===== config.mk =====
export PLATFORM = sky130hd
export DESIGN_NAME = usb_susp_ctrl
export DESIGN_NICKNAME = d
export VERILOG_FILES = /design/src/rtl/usb_susp_pkg.sv /design/src/rtl/usb_idle_timer.sv /design/src/rtl/usb_wake_ctrl.sv /design/src/rtl/usb_irq_regs.sv /design/src/rtl/usb_susp_ctrl.sv
export SDC_FILE = /design/constraint.sdc
export NUM_CORES = 1
export LEC_CHECK = 0
export ABC_AREA = 1
export BUFFER_PORTS_ARGS = -buffer_cell sky130_fd_sc_hd__buf_2
export CORE_MARGIN = 5
export CORE_UTILIZATION = 55
export CTS_CLUSTER_SIZE = 20
export DETAILED_ROUTE_END_ITERATION = 10
export PLACE_DENSITY_LB_ADDON = 0.15
export SLEW_MARGIN = 20
export SYNTH_ARGS = -nofsm -noshare
export SYNTH_HDL_FRONTEND = slang
export SYNTH_SLANG_ARGS = --single-unit

===== constraint.sdc =====
create_clock -name clk -period 1.85 [get_ports clk]
set_clock_uncertainty 0.15 [all_clocks]
set_input_delay 0 -clock clk [delete_from_list [all_inputs] [get_ports clk]]
set_output_delay 0 -clock clk [all_outputs]
set_load 0.02 [all_outputs]

===== src/rtl/usb_susp_pkg.sv =====
package usb_susp_pkg;
  typedef logic [1:0] reg_addr_t;

  localparam reg_addr_t ADDR_CTRL  = 2'd0;
  localparam reg_addr_t ADDR_STAT  = 2'd1;
  localparam reg_addr_t ADDR_INTEN = 2'd2;

  localparam int CTRL_SUSP  = 0;
  localparam int CTRL_RWAKE = 1;
  localparam int CTRL_BRCLR = 2;

  localparam int STAT_BRST = 5;
  localparam int STAT_SUSP = 6;
endpackage


===== src/rtl/usb_idle_timer.sv =====
module usb_idle_timer #(
  parameter int SUSP_CYC = 12,
  parameter int WAKE_CYC = 20
) (
  input  logic clk,
  input  logic rst_n,
  input  logic bus_idle,
  output logic susp_hit,
  output logic wake_ok
);
  localparam int CW = $clog2(WAKE_CYC + 1);

  logic [CW-1:0] cnt_q, cnt_d;

  always_comb begin
    cnt_d = cnt_q;
    if (!bus_idle)
      cnt_d = '0;
    else if (cnt_q != CW'(WAKE_CYC))
      cnt_d = cnt_q + 1'b1;
  end

  always_ff @(posedge clk or negedge rst_n) begin
    if (!rst_n) cnt_q <= '0;
    else        cnt_q <= cnt_d;
  end

  assign susp_hit = (cnt_q == CW'(SUSP_CYC));
  assign wake_ok  = (cnt_q == CW'(WAKE_CYC));


  idle_clear_chk: assert property (@(posedge clk) disable iff (!rst_n)
    !bus_idle |=> !susp_hit && !wake_ok);
endmodule


===== src/rtl/usb_wake_ctrl.sv =====
module usb_wake_ctrl #(
  parameter int RES_CYC = 8
) (
  input  logic clk,
  input  logic rst_n,
  input  logic set_req,
  input  logic clr,
  input  logic wake_ok,
  output logic rwake,
  output logic drive_k
);
  localparam int DW = $clog2(RES_CYC + 1);

  logic          rwake_q, rwake_d;
  logic          fired_q, fired_d;
  logic          drive_q, drive_d;
  logic [DW-1:0] dcnt_q, dcnt_d;
  logic          start;

  assign start = (rwake_q | set_req) & ~fired_q & ~drive_q & wake_ok & ~clr;

  always_comb begin
    rwake_d = rwake_q;
    fired_d = fired_q;
    drive_d = drive_q;
    dcnt_d  = dcnt_q;
    if (clr) begin
      rwake_d = 1'b0;
      fired_d = 1'b0;
      drive_d = 1'b0;
    end else begin
      if (set_req) rwake_d = 1'b1;
      if (start) begin
        drive_d = 1'b1;
        fired_d = 1'b1;
        dcnt_d  = DW'(RES_CYC - 1);
      end else if (drive_q) begin
        if (dcnt_q == '0) drive_d = 1'b0;
        else              dcnt_d  = dcnt_q - 1'b1;
      end
    end
  end

  always_ff @(posedge clk or negedge rst_n) begin
    if (!rst_n) begin
      rwake_q <= 1'b0;
      fired_q <= 1'b0;
      drive_q <= 1'b0;
      dcnt_q  <= '0;
    end else begin
      rwake_q <= rwake_d;
      fired_q <= fired_d;
      drive_q <= drive_d;
      dcnt_q  <= dcnt_d;
    end
  end

  assign rwake   = rwake_q;
  assign drive_k = drive_q;


  drive_needs_req_chk: assert property (@(posedge clk) disable iff (!rst_n)
    $rose(drive_q) |-> rwake_q);


  clr_stops_all_chk: assert property (@(posedge clk) disable iff (!rst_n)
    clr |=> !rwake_q && !drive_q);
endmodule


===== src/rtl/usb_irq_regs.sv =====
module usb_irq_regs
  import usb_susp_pkg::*;
(
  input  logic       clk,
  input  logic       rst_n,
  input  logic       susp_set,
  input  logic       brst_set,
  input  logic       wr,
  input  reg_addr_t  addr,
  input  logic [7:0] wdata,
  output logic       stat_susp,
  output logic       stat_brst,
  output logic [1:0] en,
  output logic       irq
);
  logic       ss_q, ss_d;
  logic       sb_q, sb_d;
  logic [1:0] en_q, en_d;
  logic       ctrl_wr, stat_wr, en_wr;

  assign ctrl_wr = wr & (addr == ADDR_CTRL);
  assign stat_wr = wr & (addr == ADDR_STAT);
  assign en_wr   = wr & (addr == ADDR_INTEN);

  always_comb begin
    ss_d = ss_q;
    sb_d = sb_q;
    en_d = en_q;
    if (susp_set)                            ss_d = 1'b1;
    else if (stat_wr && wdata[STAT_SUSP])    ss_d = 1'b0;
    if (brst_set)                            sb_d = 1'b1;
    else if (ctrl_wr && wdata[CTRL_BRCLR])   sb_d = 1'b0;
    if (en_wr) en_d = {wdata[STAT_SUSP], wdata[STAT_BRST]};
  end

  always_ff @(posedge clk or negedge rst_n) begin
    if (!rst_n) begin
      ss_q <= 1'b0;
      sb_q <= 1'b0;
      en_q <= 2'b11;
    end else begin
      ss_q <= ss_d;
      sb_q <= sb_d;
      en_q <= en_d;
    end
  end

  assign stat_susp = ss_q;
  assign stat_brst = sb_q;
  assign en        = en_q;
  assign irq       = (ss_q & en_q[1]) | (sb_q & en_q[0]);


  brst_set_wins_chk: assert property (@(posedge clk) disable iff (!rst_n)
    brst_set |=> sb_q);


  irq_quiet_chk: assert property (@(posedge clk) disable iff (!rst_n)
    (!ss_q && !sb_q) |-> !irq);
endmodule


===== src/rtl/usb_susp_ctrl.sv =====
module usb_susp_ctrl
  import usb_susp_pkg::*;
#(
  parameter int CLK_KHZ   = 48000,
  parameter int SUSP_MS   = 3,
  parameter int WAKE_MS   = 5,
  parameter int RESUME_MS = 2
) (
  input  logic       clk,
  input  logic       rst_n,
  input  logic       bus_idle,
  input  logic       eop_det,
  input  logic       resume_det,
  input  logic       bus_rst_det,
  input  logic       reg_wr,
  input  logic [1:0] reg_addr,
  input  logic [7:0] reg_wdata,
  output logic [7:0] reg_rdata,
  output logic       susp_o,
  output logic       rwake_o,
  output logic       drive_k_o,
  output logic       stat_susp_o,
  output logic       stat_brst_o,
  output logic       irq_o
);
  localparam int SUSP_CYC = CLK_KHZ * SUSP_MS;
  localparam int WAKE_CYC = CLK_KHZ * WAKE_MS;
  localparam int RES_CYC  = CLK_KHZ * RESUME_MS;

  logic       susp_hit, wake_ok;
  logic       susp_q, susp_d;
  logic       leave, enter, wake_wr;
  logic [1:0] en;

  usb_idle_timer #(.SUSP_CYC(SUSP_CYC), .WAKE_CYC(WAKE_CYC)) idle_i (
    .clk(clk), .rst_n(rst_n), .bus_idle(bus_idle),
    .susp_hit(susp_hit), .wake_ok(wake_ok)
  );

  assign leave   = eop_det | resume_det;
  assign enter   = susp_hit & ~susp_q & ~leave;
  assign wake_wr = reg_wr & (reg_addr == ADDR_CTRL) & reg_wdata[CTRL_RWAKE] & susp_q;

  always_comb begin
    susp_d = susp_q;
    if (leave)      susp_d = 1'b0;
    else if (enter) susp_d = 1'b1;
  end

  always_ff @(posedge clk or negedge rst_n) begin
    if (!rst_n) susp_q <= 1'b0;
    else        susp_q <= susp_d;
  end

  usb_wake_ctrl #(.RES_CYC(RES_CYC)) wake_i (
    .clk(clk), .rst_n(rst_n), .set_req(wake_wr), .clr(leave),
    .wake_ok(wake_ok), .rwake(rwake_o), .drive_k(drive_k_o)
  );

  usb_irq_regs irq_i (
    .clk(clk), .rst_n(rst_n), .susp_set(enter), .brst_set(bus_rst_det),
    .wr(reg_wr), .addr(reg_addr), .wdata(reg_wdata),
    .stat_susp(stat_susp_o), .stat_brst(stat_brst_o), .en(en), .irq(irq_o)
  );

  always_comb begin
    reg_rdata = '0;
    case (reg_addr)
      ADDR_CTRL: begin
        reg_rdata[CTRL_SUSP]  = susp_q;
        reg_rdata[CTRL_RWAKE] = rwake_o;
      end
      ADDR_STAT: begin
        reg_rdata[STAT_SUSP] = stat_susp_o;
        reg_rdata[STAT_BRST] = stat_brst_o;
      end
      ADDR_INTEN: begin
        reg_rdata[STAT_SUSP] = en[1];
        reg_rdata[STAT_BRST] = en[0];
      end
      default: reg_rdata = '0;
    endcase
  end

  assign susp_o = susp_q;


  susp_after_idle_chk: assert property (@(posedge clk) disable iff (!rst_n)
    $rose(susp_q) |-> $past(bus_idle));


  susp_flags_irq_chk: assert property (@(posedge clk) disable iff (!rst_n)
    $rose(susp_q) |-> stat_susp_o);


  rwake_only_susp_chk: assert property (@(posedge clk) disable iff (!rst_n)
    $rose(rwake_o) |-> $past(susp_q));


  resume_leaves_chk: assert property (@(posedge clk) disable iff (!rst_n)
    resume_det |=> !susp_q && !rwake_o);
endmodule


==> impl_metrics.csv, run 1 <==
group,metric,value,unit
run_status,status,"finished clean",
drt,wl_per_cell,12.7,um
synthesis,netlist_top_cells_area,"dfrtp_1 (37%), nand2_1 (11%), nor2_1 (7.0%), inv_1 (6.8%), nand3_1 (3.6%)",
cts,clock_latency,0.29,ns
global_route,grt_pass1_wl,10.5,mm
die,fp.coreArea,4790,um^2
placement,routabilityCongestion,0.918,
placement,dpl.hpwl,4.37,mm
sta,hold_slack,0.0962,ns
sta,fmax,575,MHz
critical_path,cp_max_fo,7,
synthesis,yosysSeqAreaShare,39.2,%
drt,drc_errors,0,
drt,vias,2476,
sta,rsz0062_at_grt,"yes",
drt,drt_wl_total,6.13,mm
sta,setup_viol,0,
drt,drtPass1Iterations,4,
cts,root_buffer,"clkbuf_8",
global_route,overflow,0,
die,fp.dieW,80.7,um
layout,nets,440,
die,num_io_pins,31,
cts,cts_buffers,5,
placement,io_buffers,22,
layout,final_cell_area,3240,um^2
sta,fin_crit,1.74,ns
cts,path_clk_slew,0.08,ns
die,num_rows,25,
power,fin_total_pwr,0.00179,W
die,dieArea,6520,um^2
critical_path,cp.required,1.88,ns
power,peakVddDrop,0.306,mV
synthesis,ys_types,33,
cts,cts_tree,"done",
placement,place_area,2930,um^2
global_route,first_global_vias,2368,
sta,worst_pin_slew,0.723,ns
sta,relSlewSlack,51.8,%
layout,syn_to_final_growth,17.7,%
global_route,grt_max_degree,32,
sta,report.final.hold_viol_count,0,
synthesis,synth_edf_count,0,
critical_path,endpoint_kind,"register",
global_route,antenna_found_initial,0,
cts,clock_sinks,43,
synthesis,ys_async_sr_fraction,100,%
sta,final.period_utilization,94.0,%
critical_path,worst_ep_arrival_time,1.77,ns
cts,clock_path_buffers,2,
flow_run,cap_viol_max_count,0,
critical_path,path_class,"reg -> reg",
layout,antenna_cells,0,
global_route,grt_usage,20.3,%
power,cellLeakagePower,1.67,nW
cts,htree_num_levels,2,
synthesis,yosys_most_used_dff,"dfrtp_1",
sta,maxSlewViolCount,0,
power,power_density,551,nW/um^2
layout,drive_gt1_share,21.6,%
synthesis,syn-cell-area,2750,um^2
synthesis,synth_top_area_cell,"dfrtp_1",
critical_path,cp-start-kind,"register",
synthesis,synth_cells,367,
drt,viasPerCell,5.12,
worst_hold_path,hp-class,"in -> reg",
synthesis,synth-seq-cells,43,
synthesis,ys_warn_count,0,
synthesis,avgSynthCellArea,7.50,um^2
die,start_util,57.5,%
drt,first_iter_violations,121,
synthesis,yosysTopAreaCellShare,37.3,%
die,die_h,80.7,um
drt,ant_nets,0,
per-layer routing:
layer | global-route usage (%) | vias to the layer above | wire length (um)
met5 | 0 | - | 0
met2 | 34.5 | 54 | 2800
li1 | - | 1255 | -
met1 | 27.2 | 1162 | 3010
met3 | 3.88 | 5 | 286
met4 | 3.55 | 0 | 31
repair_timing:
item,CTS,global route
cloned,0,1
buffers inserted,0,5
hold buffers,13,0
gates resized for setup,1,7
pin swaps,0,1
endpoints found under the setup margin,1,13
hold endpoints to repair,48,0
cell usage in the layout (no fill, tap or decap), drive strengths merged:
cell	instances
nor4	2
buf	33
a31oi	1
nand3	30
inv	57
nand2	86
conb	4
o21bai	1
nor3	12
nand4	13
a21oi	13
clkinv	1
nand3b	1
o21ai	19
dfstp	2
xor2	6
clkbuf	8
nor2	63
ha	7
a22o	1
mux2	2
dfrtp	41
a21o	1
dlygate4sd3	13
Yosys cell counts, types with 2 or more instances:
master    n
buf_4     4
nand2_1  77
nor2_1   51
mux2_2    2
dfstp_2   2
inv_1    50
nand3_2  10
nor3_2    3
nor3_1    9
nand2_2   5
xor2_1    6
a21oi_1  13
inv_2     7
nand4_1  13
o21ai_0  13
o21ai_1   5
nand3_1  20
nor2_2    6
ha_1      7
buf_6     3
nor2_4    6
nor4_1    2
nand2_4   3
dfrtp_1  41
through the flow:
stage	worst slack, ns	TNS [ns]	std cells	utilization [%]
final	0.111	0	484	67.7
after global routing	-0.0195	-0.0361	484	67.7
after CTS	0.0387	0	478	66.3
after detailed placement	0.0143	0	457	61.3
after global placement	0.0821	0	457	61.3
after floorplan	0.199	0	370	-
power by group:
group          internal (W)  switching (W)  total, W
combinational     0.0000665      0.0000846  0.000151
clock              0.000341       0.000320  0.000661
sequential         0.000960      0.0000140  0.000973
total               0.00137       0.000419   0.00179
worst max-delay path, cell delays in order (launching register included):
cell	delay [ns]
dfrtp_1	0.40
inv_2	0.06
ha_1	0.19
inv_1	0.05
nor2_1	0.03
nand2_1	0.09
nor2_4	0.04
nand2_4	0.12
nand2_8	0.09
buf_4	0.15
o21ai_1	0.15
nand3_2	0.08
path summary, 6_finish.rpt:
| check | startpoint | endpoint | slack (ns) | cells after the start |
|---|---|---|---|---|
| worst max-delay path | wake_i.dcnt_q[1] | wake_i.dcnt_q[13] | 0.11 | 11 |
| worst min-delay path | reg_addr[0] | irq_i.stat_susp | 0.1 | 5 |
| worst max register to register | wake_i.dcnt_q[1] | wake_i.dcnt_q[13] | 0.11 | 11 |
| worst min register to register | wake_i.dcnt_q[0] | wake_i.dcnt_q[0] | 0.38 | 2 |
| max in group asynchronous | rst_n | wake_i.fired_q | 0.82 | 3 |
| min in group asynchronous | rst_n | idle_i.cnt_q[1] | 0.14 | 2 |
sequential cells by signal, indices dropped and copies added, names as in the netlist:
register	cells
idle_i.cnt_q	18
irq_i.en	2
irq_i.stat_brst	1
irq_i.stat_susp	1
susp_o	1
wake_i.dcnt_q	17
wake_i.drive_k	1
wake_i.fired_q	1
wake_i.rwake	1
cell type report:
class / count / area [um^2]
Fill cell: 418 / 1550
Inverter: 58 / 220
Tap cell: 67 / 83.8
Sequential cell: 43 / 1080
Timing Repair Buffer: 46 / 323
Multi-Input combinational cell: 262 / 1430
Clock buffer: 8 / 100
kinds of logic after synthesis:
family                   Yosys count  share of synthesized area (%)
AND/OR/NAND/NOR                  206                           37.3
buffers and inverters             66                           10.4
flip-flops                        43                           39.2
AO/OA/AOI/OAI                     36                           7.05
adder cells (fa/ha/maj)            7                           3.18
XOR/XNOR                           6                           1.91
multiplexers                       2                          0.818
other                              1                          0.136
(Power assumes the default switching activity.)
==> run 2, diff against run 1 <==
PLACE_DENSITY = 0.8   (was unset)
PLACE_DENSITY_LB_ADDON = unset   (was 0.15)
==> run 2 against run 1 <==
  * Via count fell by 0.48%
  * First-iteration DRC count increased by 40%
  * Utilization is 1.5 points lower
  * Sequential power is essentially flat
  * Die area is the same
  * Power fell by 4.9%
  * Register-to-register slack barely moved
  * Worst hold slack worse by 0.016 ns
  * Setup slack better by 0.0099 ns
  * Routed wire length is 3.2% lower
  * Critical path depth is 3 lower
  * Sequential share of layout area increased by 0.74 points
  * Largest cell class unchanged
  * Largest power group unchanged
  * Highest routed layer unchanged
==> impl_metrics.csv, run 2 (same netlist as run 1, synthesis figures left out) <==
group,metric,value,unit
run_status,status,"finished clean",
sta,final.period_utilization,93.5,%
sta,hold_slack,0.0807,ns
drt,first_iter_violations,170,
layout,top_register,"idle_i.cnt_q",
drt,wl_per_cell,12.4,um
power,cellLeakagePower,1.62,nW
sta,fmax,578,MHz
sta,worst_pin_slew,0.545,ns
die,num_io_pins,31,
placement,io_buffers,22,
drt,top_layer,"met4",
worst_hold_path,hp-class,"in -> reg",
global_route,overflow,0,
global_route,grt_pass1_wl,10.0,mm
critical_path,worstReg2RegEnd,"wake_i.dcnt_q[10]",
layout,final_cell_area,3170,um^2
power,power_density,536,nW/um^2
placement,dpl.hpwl,4.09,mm
power,fin_total_pwr,0.00170,W
drt,ant_nets,0,
placement,place_area,2900,um^2
layout,fill_cells,411,
cts,cts_buffers,5,
critical_path,cp.required,1.88,ns
layout,antenna_cells,0,
critical_path,r2r_cells,8,
cts,root_buffer,"clkbuf_8",
critical_path,reg2reg_slack,0.12,ns
layout,drive_gt1_share,19.5,%
critical_path,reg2reg_from,"wake_i.dcnt_q[0]",
drt,drtPass1Iterations,4,
sta,setup_viol,0,
global_route,antenna_found_initial,0,
die,num_rows,25,
placement,routabilityCongestion,0.888,
critical_path,cp_max_fo,6,
worst_hold_path,holdCritStartpoint,"reg_addr[0]",
worst_hold_path,hold_path_end,"irq_i.stat_susp",
global_route,grt_usage,19.7,%
layout,syn_to_final_growth,15.2,%
cts,clock_path_buffers,2,
die,dieArea,6520,um^2
sta,relSlewSlack,63.7,%
sta,maxSlewViolCount,0,
worst_hold_path,hold_depth,5,
die,fp.coreArea,4790,um^2
sta,fin_crit,1.73,ns
critical_path,endpoint_kind,"register",
drt,wl_met1,2.75,mm
drt,drt_wl_total,5.93,mm
critical_path,path_class,"reg -> reg",
layout,mostFrequentLayoutCell,"nand2_1",
critical_path,worst_ep_arrival_time,1.76,ns
layout,fin_util,66.2,%
cts,path_clk_slew,0.08,ns
cts,htree_num_levels,2,
global_route,grt_max_degree,44,
die,die_h,80.7,um
die,start_util,57.5,%
flow_run,cap_viol_max_count,0,
die,fp.dieW,80.7,um
drt,met3_length,374,um
drt,dr_wl_met2,2.74,mm
power,peakVddDrop,0.245,mV
sta,report.final.hold_viol_count,0,
layout,largest_reg_flops,18,
global_route,first_global_vias,2329,
drt,drc_errors,0,
layout,nets,433,
critical_path,cp-start-kind,"register",
cts,clock_sinks,43,
layout,final_cell_mix,"nand2_1 (77), nor2_1 (51), inv_1 (50)",
cts,cts_tree,"done",
cts,clock_latency,0.29,ns
drt,vias,2464,
drt,viasPerCell,5.17,
run 2: changes by cell type in the layout (fill, tap and decap cells not counted):
cell | before | now
inv_1 | 48 | 50
clkbuf_1 | 1 | 3
nand3_1 | 19 | 18
nand3_2 | 11 | 12
nor3_1 | 8 | 9
nor3_2 | 4 | 3
clkbuf_8 | 7 | 5
ha_1 | 7 | 6
buf_4 | 11 | 4
ha_2 | 0 | 1
inv_2 | 8 | 6
run 2: metal layers:
| layer | vias up | GRT usage [%] |
|---|---|---|
| met3 | 6 | 3.55 |
| met1 | 1141 | 25.3 |
| li1 | 1246 | - |
| met2 | 71 | 34.0 |
| met4 | 0 | 5.41 |
| met5 | - | 0 |
run 2: how the worst max path moves through the flow:
stage | depth (start not counted) | from | slack (ns) | to
after detailed placement | 11 | wake_i.dcnt_q[0] | 0.06 | wake_i.dcnt_q[9]
final | 8 | wake_i.dcnt_q[0] | 0.12 | wake_i.dcnt_q[10]
after floorplan | 12 | wake_i.dcnt_q[0] | 0.20 | wake_i.dcnt_q[9]
after global placement | 11 | wake_i.dcnt_q[1] | 0.08 | wake_i.dcnt_q[1]
after CTS | 8 | wake_i.dcnt_q[0] | 0.03 | wake_i.dcnt_q[14]
after global routing | 8 | wake_i.dcnt_q[0] | -0.0007 | wake_i.dcnt_q[14]
run 2: report_power, final:
group	switching, W	internal [W]
logic	0.0000827	0.0000663
registers	0.0000131	0.000960
clock network	0.000309	0.000268
run 2: layout make-up:
class	count	area [um^2]	area share, %
multi-input combinational	262	1440	45.3
sequential	43	1080	34.0
timing repair buffer	39	270	8.53
inverter	58	220	6.95
tap	67	83.8	2.65
clock buffer	8	80.1	2.53
run 2: stage by stage:
stage,setup WS (ns),instances,TNS [ns]
after global routing,-0.000714,477,-0.000714
after detailed placement,0.0583,453,0
after floorplan,0.199,370,0
final,0.121,477,0
after global placement,0.0841,453,0
after CTS,0.0282,474,0
run 2: what timing repair did:
item / 4_1_cts / 5_1_grt
endpoints found under the hold margin: 64 / 0
resized for setup: 0 / 7
setup endpoints to repair: 0 / 13
buffers inserted: 0 / 2
hold buffers: 13 / 0
run 2: critical path, stage by stage (launching register included):
cell and delay [ns]:
dfrtp_1 0.38, inv_1 0.10, buf_4 0.13, ha_2 0.20
nand3_2 0.12, nor2_4 0.21, nand2_1 0.08, o21ai_1 0.16
nand3_2 0.08
==> run 3, diff against run 2 <==
CORE_MARGIN = 1   (was 5)
==> run 3 against run 2 <==
  * Clock-buffer cell count fell by 3
  * Power rose by 0.87%
  * Non-clock buffer count fell by 2
  * Utilization fell by 0.30 points
  * Fmax rose by 0.61%
  * Worst hold slack improved by 0.032 ns
  * Die area fell by 19%
  * Via count fell by 1.3%
  * Sequential cell count did not move
  * Critical path type unchanged
==> impl_metrics.csv, run 3 (same netlist as run 1, synthesis figures left out) <==
group,metric,value,unit
run_status,status,"finished clean",
critical_path,cp-start-kind,"register",
global_route,grt_usage,23.4,%
sta,report.final.hold_viol_count,0,
global_route,overflow,0,
worst_hold_path,hp-class,"in -> reg",
power,cellLeakagePower,1.61,nW
cts,cts_tree,"done",
die,start_util,57.9,%
placement,pre_cts_ws,0.0623,ns
layout,top_register,"idle_i.cnt_q",
critical_path,crit_path_start,"wake_i.dcnt_q[1]",
critical_path,cp_common_cell,"inv_1",
critical_path,reg2reg_from,"wake_i.dcnt_q[1]",
drt,first_iter_violations,144,
drt,viasPerCell,5.13,
global_route,use_met2,40.5,%
die,num_io_pins,31,
critical_path,endpoint_kind,"register",
sta,setup_tns,0,ns
cts,cts_buffers,5,
critical_path,cp_max_fo,15,
global_route,antenna_found_initial,0,
cts,path_clk_slew,0.08,ns
global_route,top_usage_layer,"met2",
drt,ant_nets,0,
layout,drive_gt1_share,18.9,%
layout,fin_util,65.9,%
layout,largest_reg_flops,18,
die,fp.dieW,72.7,um
cts,root_buffer,"clkbuf_8",
critical_path,slowest_stage,"dfrtp_1",
critical_path,cp.required,1.88,ns
placement,io_buffers,22,
layout,syn_to_final_growth,13.9,%
power,peakVddDrop,0.356,mV
layout,nets,430,
critical_path,reg2reg_slack,0.13,ns
layout,mostFrequentLayoutCell,"nand2_1",
placement,dpl.hpwl,4.05,mm
drt,drtPass1Iterations,4,
cts,clock_sinks,43,
die,fp.coreArea,4750,um^2
critical_path,worst_ep_arrival_time,1.75,ns
global_route,first_global_vias,2229,
cts,clock_path_buffers,2,
sta,maxSlewViolCount,0,
cts,clock_latency,0.30,ns
critical_path,cp_num_buf_inv,3,
sta,fin_crit,1.72,ns
critical_path,worstReg2RegEnd,"wake_i.dcnt_q[9]",
drt,vias,2433,
layout,fill_cells,419,
cts,htree_num_levels,2,
layout,final_cell_mix,"nand2_1 (77), nor2_1 (51), inv_1 (50)",
worst_hold_path,holdCritStartpoint,"reg_addr[0]",
drt,drc_errors,0,
critical_path,crit_chain,"inv_1 > ha_1 > inv_1 > nor2_1 > nand2_1 > nor2_4 > nand2_4 > nand2_8 > inv_4 > nand3_1 > nand3_2",
drt,drt_wl_total,5.80,mm
power,power_density,547,nW/um^2
sta,setup_viol,0,
critical_path,cp_num_cells,11,
global_route,use_met1,30.6,%
drt,wl_per_cell,12.2,um
sta,final.period_utilization,92.9,%
flow_run,cap_viol_max_count,0,
critical_path,crit_end,"wake_i.dcnt_q[9]",
global_route,grt_max_degree,44,
layout,antenna_cells,0,
critical_path,r2r_cells,11,
die,die_h,72.7,um
sta,worst_slack,0.131,ns
sta,rsz0062_at_grt,"no",
sta,fmax,582,MHz
global_route,grt_use_met3,4.28,%
placement,routabilityCongestion,0.863,
critical_path,crit_family,"simple AND/OR/NAND/NOR gates",
global_route,grt_pass1_wl,9.69,mm
sta,worst_pin_slew,0.543,ns
sta,relSlewSlack,63.8,%
critical_path,critPathMaxStageDelay,0.41,ns
die,num_rows,25,
die,dieArea,5290,um^2
critical_path,path_class,"reg -> reg",
==> run 3: cell count changes in the layout (fill, tap and decap cells not counted), sizes merged <==
cell / previous run / this run
nand2: 86 / 85
clkinv: 1 / 4
buf: 26 / 24
clkbuf: 8 / 5
==> run 3: cell type report <==
cell class	instances	area [um^2]	area share [%]
Multi-Input combinational cell	261	1410	45.1
Sequential cell	43	1080	34.4
Timing Repair Buffer	37	255	8.14
Inverter	58	220	7.03
Tap cell	67	83.8	2.67
Clock buffer	5	68.8	2.20
Clock inverter	3	15.0	0.479
==> run 3: worst min-delay path by stage <==
stage	to	slack, ns	cells after the start
2_1_floorplan	idle_i.cnt_q[0]	-0.45	0
3_3_place_gp	idle_i.cnt_q[6]	-0.05	2
3_5_place_dp	idle_i.cnt_q[6]	-0.04	2
4_1_cts	irq_i.stat_susp	0.08	5
5_1_grt	irq_i.stat_susp	0.16	5
6_report	irq_i.stat_susp	0.11	5
==> run 3: per-layer routing <==
layer  routed length [um]  up-vias  part of all wire (%)
met5                    0        -                     0
met4                   57        0                  0.98
met3                  166        6                   2.9
met2                 2750       41                    47
met1                 2830     1151                    49
li1                     -     1235                     -
==> run 3: timing repair <==
action	in CTS	in global routing
gates resized for setup	0	4
hold buffers	13	0
setup buffers	0	0
endpoints found under the setup margin	0	11
hold endpoints to repair	64	0
==> run 3: metrics by stage <==
stage	hold WS, ns	total power, W	std cells	instance area (um^2)
2_1_floorplan	-0.446	0.00106	370	2760
3_3_place_gp	-0.0474	0.00111	453	2900
3_5_place_dp	-0.0418	0.00111	453	2900
4_1_cts	0.0767	0.00172	474	3120
5_1_grt	0.160	0.00178	474	3130
6_report	0.112	0.00171	474	3130
==> run 3: worst min-delay path, stage by stage <==
cell	delay [ns]
buf_2	0.11
ha_1	0.19
nand3_1	0.09
nand2_1	0.06
o21ai_0	0.07
==> run 3: report_power, final <==
group	internal, W	switching [W]	total [W]
Sequential	0.000960	0.0000156	0.000975
Clock	0.000259	0.000326	0.000585
Combinational	0.0000669	0.0000863	0.000153
